**config.mk**
```make
export PLATFORM = sky130hd
export DESIGN_NAME = irq_vector_ctrl
export DESIGN_NICKNAME = d
export VERILOG_FILES = /design/src/rtl/ivc_pkg.sv /design/src/rtl/ivc_qualify.sv /design/src/rtl/ivc_arbiter.sv /design/src/rtl/ivc_addr_gen.sv /design/src/rtl/ivc_hold.sv /design/src/rtl/irq_vector_ctrl.sv
export SDC_FILE = /design/constraint.sdc
export NUM_CORES = 1
export LEC_CHECK = 0
export BUFFER_PORTS_ARGS = -buffer_cell sky130_fd_sc_hd__buf_2
export CAP_MARGIN = 20
export CORE_MARGIN = 2
export CORE_UTILIZATION = 35
export CTS_CLUSTER_SIZE = 10
export DETAILED_ROUTE_END_ITERATION = 16
export HOLD_SLACK_MARGIN = 0.1
export PLACE_DENSITY_LB_ADDON = 0.05
export REMOVE_ABC_BUFFERS = 1
export SYNTH_ARGS = -nofsm -noshare
export SYNTH_HDL_FRONTEND = slang
export SYNTH_SLANG_ARGS = --single-unit
```
**constraint.sdc**
```tcl
create_clock -name clk_i -period 1.5 [get_ports clk_i]
set_input_delay 0.225 -clock clk_i [delete_from_list [all_inputs] [get_ports clk_i]]
set_output_delay 0.225 -clock clk_i [all_outputs]
set_load 0.05 [all_outputs]
```
**src/rtl/ivc_pkg.sv**
```systemverilog
package ivc_pkg;
  localparam int unsigned ULVL_W = 3;
  localparam int unsigned ELVL_W = 4;
  typedef logic [ELVL_W-1:0] elvl_t;
  localparam int unsigned TRAP_TOP = 15;
endpackage

```
**src/rtl/ivc_qualify.sv**
```systemverilog
module ivc_qualify
  import ivc_pkg::*;
#(
  parameter int unsigned NUM_TRAPS = 8,
  parameter int unsigned NUM_IRQ   = 118,
  localparam int unsigned NUM_VEC  = NUM_TRAPS + NUM_IRQ
) (
  input  logic [NUM_TRAPS-1:0]      trap_req_i,
  input  logic [NUM_IRQ-1:0]        irq_req_i,
  input  logic [NUM_IRQ-1:0]        irq_en_i,
  input  logic [ULVL_W*NUM_IRQ-1:0] irq_lvl_i,
  input  elvl_t                     cpu_lvl_i,
  output elvl_t                     eff_o [NUM_VEC]
);
  // traps: fixed effective levels 15 downwards, never masked
  for (genvar t = 0; t < NUM_TRAPS; t++) begin : g_trap
    localparam int unsigned TL = TRAP_TOP - t;
    assign eff_o[t] = trap_req_i[t] ? elvl_t'(TL) : '0;
  end

  for (genvar k = 0; k < NUM_IRQ; k++) begin : g_irq
    elvl_t ul;
    assign ul = {1'b0, irq_lvl_i[ULVL_W*k +: ULVL_W]};
    assign eff_o[NUM_TRAPS+k] =
      (irq_req_i[k] && irq_en_i[k] && (ul != '0) && (ul > cpu_lvl_i)) ? ul : '0;
  end
endmodule

```
**src/rtl/ivc_arbiter.sv**
```systemverilog
module ivc_arbiter
  import ivc_pkg::*;
#(
  parameter int unsigned NUM_VEC = 126,
  localparam int unsigned VEC_W  = $clog2(NUM_VEC)
) (
  input  elvl_t             lvl_i [NUM_VEC],
  output logic              valid_o,
  output logic [VEC_W-1:0]  vec_o,
  output elvl_t             lvl_o
);
  // ascending scan, strict compare: ties keep the lower vector
  always_comb begin
    lvl_o = '0;
    vec_o = '0;
    for (int v = 0; v < NUM_VEC; v++) begin
      if (lvl_i[v] > lvl_o) begin
        lvl_o = lvl_i[v];
        vec_o = VEC_W'(v);
      end
    end
  end
  assign valid_o = (lvl_o != '0);
endmodule

```
**src/rtl/ivc_addr_gen.sv**
```systemverilog
module ivc_addr_gen #(
  parameter int unsigned VEC_W    = 7,
  parameter int unsigned ADDR_W   = 24,
  parameter int unsigned PRI_BASE = 'h4,
  parameter int unsigned ALT_BASE = 'h104
) (
  input  logic [VEC_W-1:0]  vec_i,
  input  logic              alt_i,
  output logic [ADDR_W-1:0] addr_o
);
  logic [ADDR_W-1:0] base;
  assign base   = alt_i ? ADDR_W'(ALT_BASE) : ADDR_W'(PRI_BASE);
  assign addr_o = base + (ADDR_W'(vec_i) << 1);
endmodule

```
**src/rtl/ivc_hold.sv**
```systemverilog
module ivc_hold
  import ivc_pkg::*;
#(
  parameter int unsigned VEC_W  = 7,
  parameter int unsigned ADDR_W = 24
) (
  input  logic              clk_i,
  input  logic              rst_ni,
  input  logic              win_valid_i,
  input  logic [VEC_W-1:0]  win_vec_i,
  input  elvl_t             win_lvl_i,
  input  logic [ADDR_W-1:0] win_addr_i,
  input  logic              ack_i,
  output logic              busy_o,
  output logic [VEC_W-1:0]  vec_o,
  output elvl_t             lvl_o,
  output logic [ADDR_W-1:0] addr_o
);
  always_ff @(posedge clk_i or negedge rst_ni) begin
    if (!rst_ni) begin
      busy_o <= 1'b0;
      vec_o  <= '0;
      lvl_o  <= '0;
      addr_o <= '0;
    end else if (!busy_o) begin
      if (win_valid_i) begin
        busy_o <= 1'b1;
        vec_o  <= win_vec_i;
        lvl_o  <= win_lvl_i;
        addr_o <= win_addr_i;
      end
    end else if (ack_i) begin
      busy_o <= 1'b0;
    end
  end

  AST_FIXED_LATENCY: assert property (@(posedge clk_i) disable iff (!rst_ni)
    (!busy_o && win_valid_i) |=> busy_o);
  AST_HOLD_STABLE: assert property (@(posedge clk_i) disable iff (!rst_ni)
    (busy_o && !ack_i) |=> (busy_o && $stable(vec_o) && $stable(lvl_o) && $stable(addr_o)));
  AST_DROP_ON_ACK: assert property (@(posedge clk_i) disable iff (!rst_ni)
    (busy_o && ack_i) |=> !busy_o);
endmodule

```
**src/rtl/irq_vector_ctrl.sv**
```systemverilog
module irq_vector_ctrl
  import ivc_pkg::*;
#(
  parameter int unsigned NUM_TRAPS = 8,
  parameter int unsigned NUM_IRQ   = 118,
  parameter int unsigned ADDR_W    = 24,
  parameter int unsigned PRI_BASE  = 'h4,
  parameter int unsigned ALT_BASE  = 'h104,
  localparam int unsigned NUM_VEC  = NUM_TRAPS + NUM_IRQ,
  localparam int unsigned VEC_W    = $clog2(NUM_VEC)
) (
  input  logic                      clk_i,
  input  logic                      rst_ni,
  input  logic [NUM_TRAPS-1:0]      trap_req_i,
  input  logic [NUM_IRQ-1:0]        irq_req_i,
  input  logic [NUM_IRQ-1:0]        irq_en_i,
  input  logic [ULVL_W*NUM_IRQ-1:0] irq_lvl_i,
  input  logic [ELVL_W-1:0]         cpu_lvl_i,
  input  logic                      alt_tbl_i,
  input  logic                      ack_i,
  output logic                      cpu_req_o,
  output logic [VEC_W-1:0]          vec_o,
  output logic [ELVL_W-1:0]         lvl_o,
  output logic [ADDR_W-1:0]         addr_o,
  output logic [NUM_TRAPS-1:0]      trap_clr_o,
  output logic [NUM_IRQ-1:0]        irq_clr_o
);
  elvl_t             eff_lvl [NUM_VEC];
  logic              win_valid;
  logic [VEC_W-1:0]  win_vec;
  elvl_t             win_lvl;
  logic [ADDR_W-1:0] win_addr;
  logic [NUM_VEC-1:0] clr_all;
  logic              ack_hit;

  ivc_qualify #(.NUM_TRAPS(NUM_TRAPS), .NUM_IRQ(NUM_IRQ)) i_qualify (
    .trap_req_i (trap_req_i),
    .irq_req_i  (irq_req_i),
    .irq_en_i   (irq_en_i),
    .irq_lvl_i  (irq_lvl_i),
    .cpu_lvl_i  (cpu_lvl_i),
    .eff_o      (eff_lvl)
  );

  ivc_arbiter #(.NUM_VEC(NUM_VEC)) i_arbiter (
    .lvl_i   (eff_lvl),
    .valid_o (win_valid),
    .vec_o   (win_vec),
    .lvl_o   (win_lvl)
  );

  ivc_addr_gen #(
    .VEC_W(VEC_W), .ADDR_W(ADDR_W), .PRI_BASE(PRI_BASE), .ALT_BASE(ALT_BASE)
  ) i_addr_gen (
    .vec_i  (win_vec),
    .alt_i  (alt_tbl_i),
    .addr_o (win_addr)
  );

  ivc_hold #(.VEC_W(VEC_W), .ADDR_W(ADDR_W)) i_hold (
    .clk_i       (clk_i),
    .rst_ni      (rst_ni),
    .win_valid_i (win_valid),
    .win_vec_i   (win_vec),
    .win_lvl_i   (win_lvl),
    .win_addr_i  (win_addr),
    .ack_i       (ack_i),
    .busy_o      (cpu_req_o),
    .vec_o       (vec_o),
    .lvl_o       (lvl_o),
    .addr_o      (addr_o)
  );

  assign ack_hit = cpu_req_o && ack_i;
  for (genvar v = 0; v < NUM_VEC; v++) begin : g_clr
    assign clr_all[v] = ack_hit && (vec_o == VEC_W'(v));
  end
  assign trap_clr_o = clr_all[NUM_TRAPS-1:0];
  assign irq_clr_o  = clr_all[NUM_VEC-1:NUM_TRAPS];

  AST_CLR_ONEHOT: assert property (@(posedge clk_i) disable iff (!rst_ni)
    $onehot0({irq_clr_o, trap_clr_o}));
  AST_CLR_NEEDS_ACK: assert property (@(posedge clk_i) disable iff (!rst_ni)
    ((|{irq_clr_o, trap_clr_o}) |-> (ack_i && cpu_req_o)));
  AST_ACK_CLEARS: assert property (@(posedge clk_i) disable iff (!rst_ni)
    (ack_i && cpu_req_o) |-> ($countones({irq_clr_o, trap_clr_o}) == 1));
  AST_TRAP_RANK: assert property (@(posedge clk_i) disable iff (!rst_ni)
    (cpu_req_o && (vec_o < VEC_W'(NUM_TRAPS))) |-> (lvl_o >= ELVL_W'(8)));
  AST_IRQ_RANK: assert property (@(posedge clk_i) disable iff (!rst_ni)
    (cpu_req_o && (vec_o >= VEC_W'(NUM_TRAPS))) |-> (lvl_o <= ELVL_W'(7) && lvl_o != '0));
  AST_MASK_LEVEL: assert property (@(posedge clk_i) disable iff (!rst_ni)
    ($rose(cpu_req_o) && (vec_o >= VEC_W'(NUM_TRAPS))) |-> (lvl_o > $past(cpu_lvl_i)));
endmodule

```
==> out/metrics.csv <==
metric,value,unit
placer congestion estimate,0.959,
CTS tree,done,
DR WL/cell,18.6,um
CP max stage delay,520,ps
CTS max path bufs,2,
top cell type's share of synthesized area,27.8,%
Mapped Cells,4855,
post-synth design cell area,32300,um2
largest cells by area after synthesis,"ha_1, nor2_1, inv_1, nand2_1, a21oi_1",
Layout Skew,0.701,ps
All-Layer GR Usage,31.1,%
Top-Level Pins,768,
post-detail-place hpwl,130000,um
largest net degree at the start of global routing,111,
H-tree Lvls,1,
clk_lat worst skew,250,ps
first-pass GRT wire length,239000,um
die area,94700,um2
initial DRC count,2693,
crit path DAT,153020,ps
Port Buf Inserts,752,
async set-reset flop share out of synthesis,100,%
RSZ-0062 raised after global routing,yes,
"most common cell after layout, fill and taps aside",buf_4,
core area,91500,um2
CP Data Required Time,1670,ps
failing checks,negative setup slack,
clk sinks,20,
Crit path max-delay family,compound AO/OA/AOI/OAI gates,
period utilization,10200,%
final core utilization,67.1,%
yosys warns,0,
CP bufs+invs,179,
DRT antenna net count,0,
Crit. End Element,flop,
row count,111,
Starting Density,35.3,%
"critical path fanouts, max",8,
"area leader, netlist",ha_1,
register bit total from synthesis,20,
"Primary FF master, synth",dfrtp_1,
PnR worst setup slack,-151350,ps
vias per inst,5.40,
number of global-route vias before repair,45615,
met1 Use GR,40.1,%
overall power,57.2,mW
PD cells,932,nW/um2
WS Path Type,primary input to flop,
drt first pass iters,5,
DRC Markers,0,
dpl ws,-162760,ps
met2 GRT Util,55.1,%
Pleak,30.8,nW
VDD IR max,0.829,mV
Max Freq,0.00654,GHz
final hold violation count,0,
GR Util met3,2.13,%
Worst-Margin Slew,1110,ps
sequential-to-total area share from yosys stat,1.55,%
die width,308,um
min-delay worst type,primary input to flop,
most frequent cells in the layout,"buf_4, buf_2, ha_1",
initial antenna violation count,17,
Slew HR,26.1,%
Finish-stage setup viols,146,
fin crit period,152850,ps
worst hold slack,336,ps
clock-pin slew on the worst setup and hold paths,60,ps
syn_area_per_cell,6.65,um2
gr busiest metal,met2,
Layout Nets,9069,
grt total ovfl,0,
total CTS buffers,3,
root buf cell,clkbuf_16,
crit start category,primary input,
Max Slew Vio Count,0,
setup TNS,-3076900,ps
"most used cell, CP",buf_4,
synthesis-to-layout area growth,90.1,%
Cell variety after synth,98,
final wirelength,166000,um
Max Cap Violations,0,
layout cell share with drive strength beyond 1,53.1,%
Worst path slowest cell,or4bb_1,
number of enable flip-flop cells after synthesis,0,
Die Ht,308,um
vias post-DR,48266,
outcome,finished with violations,
## synth_stat cells, drive strengths merged (86+ instances only)
master and count:
nor3 150, o21a 111, nand3 203, inv 461, ha 717, nand2 461, and2 192, o21ai 336
a21o 86, nor2 502, a21oi 338, nor2b 192
## cell families (layout without fill, tap and decap cells)
family,count (synthesis),count (layout),synth area share [%]
adder cells (fa/ha/maj),717,717,27.8
flip-flops,20,20,1.55
other,1,25,0.0116
buffers and inverters,581,3457,7.14
AND/OR/NAND/NOR,1978,1978,30.4
multiplexers,87,87,2.86
XOR/XNOR,4,4,0.108
AO/OA/AOI/OAI,1467,1467,30.1
## tightest hold or removal path, stage by stage
cell     delay (ps)
buf_2            90
xnor2_1         100
mux2_2          130
## state kept, by name (all words and copies together) (netlist names)
register and flops:
i_hold.busy_o 1, i_hold.vec_o 7, i_hold.lvl_o 4, i_hold.addr_o 8
## worst paths after layout
check | start | to | slack, ps | cells past startpoint
max reg2reg | i_hold.busy_o | i_hold.addr_o[4] | 100 | 4
min | alt_tbl_i | i_hold.addr_o[8] | 340 | 3
max | trap_req_i[2] | i_hold.lvl_o[2] | -151350 | 1118
max in group asynchronous | rst_ni | i_hold.vec_o[6] | 670 | 2
min reg2reg | i_hold.addr_o[9] | i_hold.addr_o[9] | 510 | 1
min in group asynchronous | rst_ni | i_hold.addr_o[8] | 480 | 2
## metal layers
| metal | vias up | share of wire (%) | wire (um) |
|---|---|---|---|
| met3 | 305 | 4.8 | 7980 |
| li1 | 23707 | - | - |
| met4 | 12 | 3.6 | 5950 |
| met1 | 22793 | 43 | 71300 |
| met2 | 1449 | 49 | 81000 |
| met5 | - | 0.048 | 80 |
## power breakdown
| group | leakage (nW) | internal [mW] | switching, mW |
|---|---|---|---|
| combinational | 30.5 | 28.9 | 26.7 |
| sequential | 0.241 | 0.769 | 0.272 |
| clock | 0.0442 | 0.406 | 0.198 |
## area by class of cell
type / count / area, um2
sequential: 20 / 507
multi-input combinational: 4268 / 35900
timing repair buffer: 2992 / 21600
tap: 1186 / 1480
inverter: 461 / 1750
fill: 7925 / 30100
clock buffer: 4 / 88.8
antenna: 10 / 25.0
## per-stage QoR
step,cells,area [um2]
floorplan,4749,31800
global placement,8475,50600
detailed placement,8475,50600
CTS,8711,54300
global route,8939,61400
finish,8941,61400
## repair_timing
item | in CTS | in global routing
buffers inserted | 230 | 230
hold buffers | 1 | 0
gates resized for setup | 599 | 1260
cloned | 1 | 1
hold endpoints to repair | 20 | 0
pin swaps | 216 | 750
setup endpoints to repair | 146 | 147
Note: power is estimated with default switching activity, not from simulation.
